`src/rtl/daf_pkg.sv`:
```
package daf_pkg;

    typedef logic [47:0] mac_t;

    typedef enum logic [1:0] {
        LD_IDLE  = 2'd0,
        LD_FILL  = 2'd1,
        LD_DRAIN = 2'd2
    } ld_state_t;

    typedef struct packed {
        logic promisc;
        logic rx_all;
        logic all_multi;
        logic inverse;
    } mode_t;

    // Slot offset -> address byte index; offsets with bit 1 set are filler.
    function automatic logic slot_is_addr(input logic [3:0] off);
        return (off[1] == 1'b0) && (off <= 4'd9);
    endfunction

    function automatic logic [2:0] slot_byte_idx(input logic [3:0] off);
        return {off[3:2], off[0]};
    endfunction

endpackage

```
`src/rtl/daf_setup_loader.sv`:
```
module daf_setup_loader
    import daf_pkg::*;
#(
    parameter int NUM_ENTRIES = 16,
    parameter int SLOT_BYTES  = 12
) (
    input  logic                   clk,
    input  logic                   rst_n,
    input  logic                   in_valid,
    input  logic [7:0]             in_byte,
    input  logic                   in_first,
    input  logic                   in_last,
    output logic                   commit_o,
    output mac_t [NUM_ENTRIES-1:0] image_o
);

    localparam int SETUP_BYTES = NUM_ENTRIES * SLOT_BYTES;
    localparam int CNT_W       = $clog2(SETUP_BYTES + 1);
    localparam int SLOT_W      = (NUM_ENTRIES > 1) ? $clog2(NUM_ENTRIES) : 1;

    ld_state_t              state_q, state_d;
    logic [CNT_W-1:0]       cnt_q;
    logic [SLOT_W-1:0]      slot_q;
    logic [3:0]             off_q;
    mac_t [NUM_ENTRIES-1:0] shadow_q;
    logic                   commit_q;

    logic              start;
    logic              wr_en;
    logic [CNT_W-1:0]  wr_cnt;
    logic [SLOT_W-1:0] wr_slot;
    logic [3:0]        wr_off;
    logic              commit_d;

    assign start   = in_valid && in_first;
    assign wr_cnt  = start ? '0 : cnt_q;
    assign wr_slot = start ? '0 : slot_q;
    assign wr_off  = start ? '0 : off_q;
    assign wr_en   = start ||
                     (state_q == LD_FILL && in_valid &&
                      cnt_q < CNT_W'(SETUP_BYTES));
    assign commit_d = wr_en && in_last &&
                      (wr_cnt == CNT_W'(SETUP_BYTES - 1));

    // state register
    always_ff @(posedge clk) begin
        if (!rst_n) state_q <= LD_IDLE;
        else        state_q <= state_d;
    end

    // next state
    always_comb begin
        state_d = state_q;
        if (start) begin
            state_d = in_last ? LD_IDLE : LD_FILL;      // restart / start
        end else begin
            unique case (state_q)
                LD_IDLE: state_d = LD_IDLE;
                LD_FILL: begin
                    if (in_valid) begin
                        if (cnt_q >= CNT_W'(SETUP_BYTES))
                            state_d = in_last ? LD_IDLE : LD_DRAIN; // overrun
                        else if (in_last)
                            state_d = LD_IDLE;           // commit / abandon
                    end
                end
                LD_DRAIN: begin
                    if (in_valid && in_last) state_d = LD_IDLE; // flush
                end
                default: state_d = LD_IDLE;
            endcase
        end
    end

    // collection datapath
    always_ff @(posedge clk) begin
        if (!rst_n) begin
            cnt_q    <= '0;
            slot_q   <= '0;
            off_q    <= '0;
            shadow_q <= '0;
        end else if (wr_en) begin
            if (slot_is_addr(wr_off))
                shadow_q[wr_slot][8*(5 - int'(slot_byte_idx(wr_off))) +: 8] <= in_byte;
            cnt_q <= wr_cnt + CNT_W'(1);
            if (wr_off == 4'(SLOT_BYTES - 1)) begin
                off_q  <= '0;
                slot_q <= wr_slot + SLOT_W'(1);
            end else begin
                off_q  <= wr_off + 4'd1;
                slot_q <= wr_slot;
            end
        end
    end

    // outputs
    always_ff @(posedge clk) begin
        if (!rst_n) commit_q <= 1'b0;
        else        commit_q <= commit_d;
    end

    assign commit_o = commit_q;
    assign image_o  = shadow_q;

endmodule

```
`src/rtl/daf_addr_table.sv`:
```
module daf_addr_table
    import daf_pkg::*;
#(
    parameter int NUM_ENTRIES = 16
) (
    input  logic                   clk,
    input  logic                   rst_n,
    input  logic                   load_i,
    input  mac_t [NUM_ENTRIES-1:0] image_i,
    input  mac_t                   probe_i,
    output logic [NUM_ENTRIES-1:0] hit_o
);

    mac_t [NUM_ENTRIES-1:0] entry_q;
    logic [NUM_ENTRIES-1:0] used_q;

    always_ff @(posedge clk) begin
        if (!rst_n) begin
            entry_q <= '0;
            used_q  <= '0;
        end else if (load_i) begin
            entry_q <= image_i;
            used_q  <= '1;
        end
    end

    for (genvar g = 0; g < NUM_ENTRIES; g++) begin : g_cmp
        assign hit_o[g] = used_q[g] && (entry_q[g] == probe_i);
    end

endmodule

```
`src/rtl/daf_decide.sv`:
```
module daf_decide
    import daf_pkg::*;
#(
    parameter int LEN_W   = 13,
    parameter int MIN_LEN = 14,
    parameter int MAX_LEN = 2048
) (
    input  logic             clk,
    input  logic             rst_n,
    input  logic             req_i,
    input  mac_t             addr_i,
    input  logic [LEN_W-1:0] len_i,
    input  mode_t            mode_i,
    input  logic             hit_i,
    output logic             valid_o,
    output logic             accept_o,
    output logic             ff_o,
    output logic             mf_o
);

    logic len_ok, bcast, mcast;
    logic acc_d, ff_d, mf_d;

    assign len_ok = (len_i >= LEN_W'(MIN_LEN)) && (len_i <= LEN_W'(MAX_LEN));
    assign bcast  = &addr_i;
    assign mcast  = addr_i[40];

    always_comb begin
        acc_d = 1'b0;
        ff_d  = 1'b0;
        mf_d  = 1'b0;
        if (!len_ok) begin
            acc_d = 1'b0;
        end else if (bcast) begin
            acc_d = 1'b1;
        end else if (mode_i.promisc || mode_i.rx_all) begin
            acc_d = 1'b1;
            ff_d  = 1'b1;
        end else if (mode_i.all_multi && mcast) begin
            acc_d = 1'b1;
            mf_d  = 1'b1;
        end else begin
            acc_d = hit_i ^ mode_i.inverse;
        end
    end

    always_ff @(posedge clk) begin
        if (!rst_n) begin
            valid_o  <= 1'b0;
            accept_o <= 1'b0;
            ff_o     <= 1'b0;
            mf_o     <= 1'b0;
        end else begin
            valid_o  <= req_i;
            accept_o <= req_i && acc_d;
            ff_o     <= req_i && ff_d;
            mf_o     <= req_i && mf_d;
        end
    end

endmodule

```
`src/rtl/dst_addr_filter.sv`:
```
module dst_addr_filter
    import daf_pkg::*;
#(
    parameter int NUM_ENTRIES = 16,
    parameter int SLOT_BYTES  = 12,
    parameter int MIN_LEN     = 14,
    parameter int MAX_LEN     = 2048,
    parameter int LEN_W       = 13
) (
    input  logic             clk,
    input  logic             rst_n,
    input  logic             setup_valid,
    input  logic [7:0]       setup_byte,
    input  logic             setup_first,
    input  logic             setup_last,
    input  logic             lookup_valid,
    input  logic [47:0]      lookup_addr,
    input  logic [LEN_W-1:0] lookup_len,
    input  logic             mode_promisc,
    input  logic             mode_rx_all,
    input  logic             mode_all_multi,
    input  logic             mode_inverse,
    output logic             dec_valid,
    output logic             dec_accept,
    output logic             dec_filter_fail,
    output logic             dec_multicast
);

    logic                   commit;
    mac_t [NUM_ENTRIES-1:0] image;
    logic [NUM_ENTRIES-1:0] hits;
    mode_t                  mode;

    assign mode = '{promisc: mode_promisc, rx_all: mode_rx_all,
                    all_multi: mode_all_multi, inverse: mode_inverse};

    daf_setup_loader #(
        .NUM_ENTRIES(NUM_ENTRIES),
        .SLOT_BYTES (SLOT_BYTES)
    ) u_loader (
        .clk     (clk),
        .rst_n   (rst_n),
        .in_valid(setup_valid),
        .in_byte (setup_byte),
        .in_first(setup_first),
        .in_last (setup_last),
        .commit_o(commit),
        .image_o (image)
    );

    daf_addr_table #(
        .NUM_ENTRIES(NUM_ENTRIES)
    ) u_table (
        .clk    (clk),
        .rst_n  (rst_n),
        .load_i (commit),
        .image_i(image),
        .probe_i(lookup_addr),
        .hit_o  (hits)
    );

    daf_decide #(
        .LEN_W  (LEN_W),
        .MIN_LEN(MIN_LEN),
        .MAX_LEN(MAX_LEN)
    ) u_decide (
        .clk     (clk),
        .rst_n   (rst_n),
        .req_i   (lookup_valid),
        .addr_i  (lookup_addr),
        .len_i   (lookup_len),
        .mode_i  (mode),
        .hit_i   (|hits),
        .valid_o (dec_valid),
        .accept_o(dec_accept),
        .ff_o    (dec_filter_fail),
        .mf_o    (dec_multicast)
    );

endmodule

```
`config.mk`:
```
export PLATFORM = sky130hd
export DESIGN_NAME = dst_addr_filter
export DESIGN_NICKNAME = d
export VERILOG_FILES = /design/src/rtl/daf_pkg.sv /design/src/rtl/daf_setup_loader.sv /design/src/rtl/daf_addr_table.sv /design/src/rtl/daf_decide.sv /design/src/rtl/dst_addr_filter.sv
export SDC_FILE = /design/constraint.sdc
export NUM_CORES = 2
export LEC_CHECK = 0
export ABC_AREA = 1
export BUFFER_PORTS_ARGS = -buffer_cell sky130_fd_sc_hd__buf_2
export CAP_MARGIN = 0
export CORE_UTILIZATION = 40
export CTS_CLUSTER_DIAMETER = 100
export DETAILED_ROUTE_END_ITERATION = 12
export GPL_ROUTABILITY_DRIVEN = 0
export HOLD_SLACK_MARGIN = 0.1
export PLACE_DENSITY = 0.58
export SETUP_SLACK_MARGIN = 0.3
export SLEW_MARGIN = 40
export SYNTH_ARGS = -nofsm -noshare
export SYNTH_HDL_FRONTEND = slang
export SYNTH_SLANG_ARGS = --single-unit
```
`constraint.sdc`:
```
create_clock -name clk -period 4 [get_ports clk]
set_input_delay 0.4 -clock clk [delete_from_list [all_inputs] [get_ports clk]]
set_output_delay 0.4 -clock clk [all_outputs]
set_load 0.05 [all_outputs]
```
=== Word-level counts from Yosys, hierarchy flattened ===
Cells that the tools add are included.
Widths: inputs -> output; s select.

* Register bits after elaboration: 1,560
* Input bits: 79

* Reductions and logical operators: 35
* Order comparisons: 7
* Equal/unequal tests: 23
* Bitwise logic cells: 2
* $add $sub $neg: 5
* Shift-type cells: 2
* Multiplexer cells: 27

{| class="wikitable"
|+ Operators with widths
! cell !! count
|-
| $bwmux 768 || 1
|-
| $eq 48x48->1 || 16
|-
| $demux 48 s4 || 1
|-
| $mux 48 || 1
|-
| $reduce_and 48->1 || 1
|-
| $shift 8x33->48 const A || 1
|-
| $shiftx 8x33->48 || 1
|-
| $neg 32->33 || 1
|-
| $logic_and 1x1->1 || 29
|-
| $mux 4 || 4
|-
| $reduce_or 16->1 || 1
|-
| $ge 13x4->1 const B || 1
|-
| $le 13x12->1 const B || 1
|-
| $mux 1 || 12
|-
| $mux 2 || 6
|-
| $add 4x1->4 const B || 2
|-
| $add 8x1->8 const B || 1
|-
| $eq 8x8->1 const B || 1
|-
| $ge 8x8->1 const B || 1
|-
| $lt 8x8->1 const B || 1
|-
| $mux 8 || 1
|-
| $lt 4x5->1 const B || 1
|-
| $eq 4x4->1 const B || 1
|-
| $ge 4x1->1 const B || 1
|-
| 13 further kinds || 14
|}

=== Depth between registers and ports, before layout ===
* Word-level depth: 9
* Gate-level depth with buffers: 20
* Gate-level depth less buffers: 18

=== Hierarchy ===
Synthesis repeated with hierarchy kept, for this count alone.

* Cells, all modules: 9,781
* Area total of the unflattened synthesis: 68,574.5 sq um

{| class="wikitable"
|+ Modules (own cells, without submodules)
! module !! times used !! area an instance (sq um) !! cells each
|-
| daf_addr_table || 1 || 37,875.1 || 5,848
|-
| daf_setup_loader || 1 || 30,225.2 || 3,830
|-
| daf_decide || 1 || 417.9 || 88
|-
| dst_addr_filter || 1 || 56.3 || 15
|}

=== Worst setup path before layout ===
Ideal clock, no wire load.

* Path kind: input -> register
* Start point: input setup_first
* End point: register u_loader.shadow_q, in the netlist u_loader.image_o[396]
* Cell stages on the path: 18
* Arrival time: 3,503 ps
* Required time: 3,914 ps
* Path buffers: 4
* Library setup time: 86 ps
* Slack: 412 ps
* Path through: nand2_2 -> inv_2 -> buf_2 -> nor2_1 -> inv_1 -> ha_1 -> fa_1 -> inv_1 -> nor3_1 -> inv_1 -> clkbuf_1 -> nor2_1 -> inv_2 -> buf_2 -> nor2_2 -> buf_2 -> nor2_1 -> a211oi_1

* Cells in the longest elaborated chain, start to end: 8
* Elaborated cells between the ends (all ways): 18

{| class="wikitable"
|+ RTL lines
! element !! line !! RTL
|-
| start: declaration || dst_addr_filter.sv:14 || <nowiki>input logic setup_first,</nowiki>
|-
| $logic_and 1x1->1 * || daf_setup_loader.sv:35 || <nowiki>assign start = in_valid && in_first;</nowiki>
|-
| $mux 4 || daf_setup_loader.sv:38 || <nowiki>assign wr_off = start ? '0 : off_q;</nowiki>
|-
| $sub 3x3->4 || daf_setup_loader.sv:84 || <nowiki>shadow_q[wr_slot][8*(5 - int'(slot_byte_idx(wr_off))) +: 8] <= in_byte;</nowiki>
|-
| $neg 32->33 || daf_setup_loader.sv:84 ||
|-
| $shift 8x33->48 || daf_setup_loader.sv:84 ||
|-
| $mux 48 (implied by the code) || daf_setup_loader.sv:84 ||
|-
| $demux 48 s4 || -- ||
|-
| $bwmux 768 || daf_setup_loader.sv:84 ||
|-
| end signal: indexed assignment || daf_setup_loader.sv:84 ||
|-
| end: declaration || daf_setup_loader.sv:25 || <nowiki>mac_t [NUM_ENTRIES-1:0] shadow_q;</nowiki>
|}

Every way passes the cells marked *; elsewhere a longest branch is shown, timed or not.
A chain may end at the register's enable or synchronous reset.

=== Final worst setup path ===
* Start point: input setup_valid
* End point: register u_loader.shadow_q, in the netlist u_loader.image_o[655]

* Cells in the longest elaborated chain, start to end: 8
* Elaborated cells between the ends (all ways): 20

{| class="wikitable"
|+ RTL lines
! element !! line !! RTL
|-
| start: declaration || dst_addr_filter.sv:12 || <nowiki>input logic setup_valid,</nowiki>
|-
| $logic_and 1x1->1 || daf_setup_loader.sv:35 ||
|-
| $mux 4 || daf_setup_loader.sv:38 ||
|-
| $sub 3x3->4 || daf_setup_loader.sv:84 ||
|-
| $neg 32->33 || daf_setup_loader.sv:84 ||
|-
| $shift 8x33->48 || daf_setup_loader.sv:84 ||
|-
| $mux 48 (implied by the code) || daf_setup_loader.sv:84 ||
|-
| $demux 48 s4 || -- ||
|-
| $bwmux 768 || daf_setup_loader.sv:84 ||
|}

Parallel ways exist; a longest one is shown, timed or not.

==> flow_summary.json <==
{
  "postCtsSetupBuffers": 0,
  "crit_type": "primary input to flip-flop",
  "reg2reg_from": "u_loader.off_q[2]",
  "start_util_pct": 40.3,
  "nFillCells": 16600,
  "die_h_um": 412,
  "hpwl_mm": 155,
  "peakVddDrop_uv": 380,
  "fin_crit_ns": 3.54,
  "r2r_slack_ns": 0.55,
  "powerDensity_nw_per_um2": 438,
  "synth_nets": 9340,
  "netlist_area_um2": 67300,
  "drive_above_1_share_pct": 7.70,
  "synth_common_cells": "dfxtp_1 (1560), o21ai_0 (1444), nor2_1 (1402), nand2_1 (1395), a21oi_1 (1097)",
  "startpoint_type": "primary input",
  "grt_pass1_vias": 54200,
  "total_power_mw": 33.4,
  "cts_tree": "yes",
  "synth_top_area_cell": "dfxtp_1",
  "worst_setup_hold_path_clk_slew_ns": 0.06,
  "final-max-slew-violation-count": 0,
  "synth_area_leaders": "dfxtp_1 (46%), o21ai_0 (11%), a21oi_1 (8.2%)",
  "totalWireLength_mm": 236,
  "cp.required_ns": 4.71,
  "io_pins": 83,
  "die_area_um2": 170000,
  "post_synth_num_cell_types": 38,
  "grt_start_max_net_pins": 213,
  "ys.warnings.count": 0,
  "whs_path_depth": 5,
  "clock_path_buffers": 3,
  "grt_overflow": 0,
  "die_w_um": 412,
  "comb_power_share_pct": 6.0,
  "netlist.area_leader.share_pct": 46.4,
  "synth-edff-count": 0,
  "portBuffers": 82,
  "grtUsageTotal_pct": 27.1,
  "worst-slew-pin-transition_ns": 0.967,
  "core_area_um2": 167000,
  "cp.arrival_ns": 4.26,
  "cts_made_buffers": 167,
  "seq_power_share_pct": 46.6,
  "first_pass_iters": 6,
  "end_kind": "flip-flop",
  "cap_viol_max_count": 0,
  "p_leak_nw": 31.1,
  "clockPowerShare_pct": 47.4,
  "crit_path_max_fanout": 17,
  "antenna_found_initial": 25,
  "worstRegToRegCells": 13,
  "grt_pass1_wl_mm": 347,
  "setup-tns-final_ns": 0,
  "relSlewSlack_pct": 35.5,
  "fin_crit_sh_pct": 88.6,
  "rsz0062_at_grt": "true",
  "cts_root_buffer": "clkbuf_16",
  "drtAntennaViolNets": 0,
  "internal_power_mw": 25.1,
  "p_sw_share_pct": 24.8,
  "area_delta_synth_final_pct": 13.2,
  "skew_ns": 0.0273,
  "ys_seq_area_share_pct": 46.4,
  "htreeDepth": 4,
  "drc": 0,
  "ys_ff_latch": 1560,
  "hold_viol": 0,
  "viasPerCell": 5.23,
  "routedWlPerCell_um": 20.5,
  "switchingPower_mw": 8.29,
  "min_path_type": "primary input to flip-flop",
  "status": "finished clean",
  "clock_latency_ns": 0.83,
  "cts_sinks": 1560,
  "post-synth-top-count-cell": "dfxtp_1",
  "regToRegEndpoint": "u_loader.image_o[655]",
  "row_count": 150,
  "vias": 60200,
  "nets": 9265,
  "min_to": "u_decide.accept_o",
  "synth_ff_type": "dfxtp_1",
  "fmax_mhz": 282,
  "synthArstFlopShare_pct": 0,
  "holdCritStartpoint": "mode_inverse",
  "avgSynthCellArea_um2": 7.28,
  "drt_iter0_markers": 6593,
  "setup_viol": 0,
  "synth_cells": 9246
}
## how the worst max path moves through the flow
stage | from | to | slack [ns] | depth (start not counted)
after floorplan | setup_first | u_loader.image_o[396] | 0.41 | 18
after global routing | setup_valid | u_loader.image_o[485] | 0.31 | 17
after CTS | setup_valid | u_loader.image_o[684] | 0.52 | 17
after detailed placement | setup_valid | u_loader.image_o[681] | 0.21 | 16
after global placement | setup_valid | u_loader.image_o[655] | 0.26 | 15
final | setup_valid | u_loader.image_o[655] | 0.46 | 16
## per-stage QoR
step	hold slack (ns)	area (µm²)	setup WS (ns)	util (%)	instances
3_3_place_gp	0.430	70400	0.259	42.1	11200
5_1_grt	0.254	76200	0.310	45.6	11500
4_1_cts	0.214	76100	0.518	45.5	11500
6_report	0.292	76200	0.458	45.6	11500
3_5_place_dp	0.435	70400	0.208	42.1	11200
2_1_floorplan	0.420	67300	0.412	-	9246
## area by class of cell
type	instances	area [µm²]	area share [%]
inverter	820	3100	4.07
tap	2204	2760	3.62
timing repair buffer	351	2850	3.74
clock buffer	254	4920	6.45
multi-input combinational	6271	30600	40.2
clock inverter	50	688	0.903
antenna	2	5.00	0.00657
sequential	1560	31200	41.0
## per-layer routing
layer / track usage (%) / wire (µm) / vias to the layer above / part of all wire (%)
li1: - / - / 29500 / -
met1: 37.2 / 104000 / 28200 / 44
met5: 0 / 54 / - / 0.023
met4: 10.8 / 10000 / 8 / 4.2
met2: 42.6 / 104000 / 2069 / 44
met3: 4.01 / 17500 / 412 / 7.4
## power groups by stage
| stage | Clock, mW | Combinational [mW] | Sequential (mW) |
|---|---|---|---|
| after detailed placement | 0 | 1.96 | 15.9 |
| after CTS | 16.0 | 1.97 | 15.6 |
| after global routing | 16.7 | 2.13 | 15.5 |
| after global placement | 0 | 1.95 | 15.9 |
| after floorplan | 0 | 1.15 | 15.9 |
| final | 15.8 | 2.01 | 15.6 |
## worst max-delay path: stages
cell and delay (ns):
dlygate4sd3_1 0.53, buf_2 0.14, nand2_2 0.07, inv_2 0.11, nor2_1 0.15, inv_1 0.11
ha_1 0.25, fa_1 0.47, buf_4 0.21, nor3_1 0.30, clkinv_1 0.15, buf_4 0.23
nor2_1 0.32, inv_1 0.32, buf_12 0.26, a211oi_1 0.21
## placed cells by master, fill, tap and decap left out, drive strengths merged
cell type,count
and2,2
a311oi,3
nor3,48
clkbuf,255
xnor2,412
o211ai,1
dfxtp,1560
a21boi,1
nand3,79
clkinv,52
diode,2
a21oi,1097
a21bo,1
a211oi,92
bufinv,7
buf,334
inv,807
fa,1
nand2,1407
nor4,6
nor3b,1
o211a,1
clkinvlp,4
nand4,29
nor2b,2
dlygate4sd3,16
ha,14
o21ai,1454
nor2,1472
xor2,144
or2,4
## cells by family (layout without fill, tap and decap cells)
group | count (synthesis) | in the layout | share of synthesized area, %
AOI/OAI and AO/OA | 2650 | 2650 | 20.1
xor gates and xnor gates | 556 | 556 | 7.23
adders and majority gates | 15 | 15 | 0.290
buffers and inverters | 1415 | 1475 | 8.19
DFF | 1560 | 1560 | 46.4
other | 0 | 2 | 0
and+or+nand+nor | 3050 | 3050 | 17.8
## timing repair
item / in CTS / in global routing
resized for setup: 0 / 6
hold endpoints to repair: 63 / 0
setup endpoints to repair: 0 / 57
hold buffers: 16 / 0
## sequential cells by signal (all words and copies together), names as in the netlist
signal             flops
u_loader.image_o     768
u_table.entry_q      768
u_loader.cnt_q         8
u_loader.off_q         4
u_loader.slot_q        4
u_loader.state_q       2
u_decide.accept_o      1
u_decide.ff_o          1
u_decide.mf_o          1
u_decide.valid_o       1
u_loader.commit_o      1
u_table.used_q         1
(Power assumes the default switching activity.)
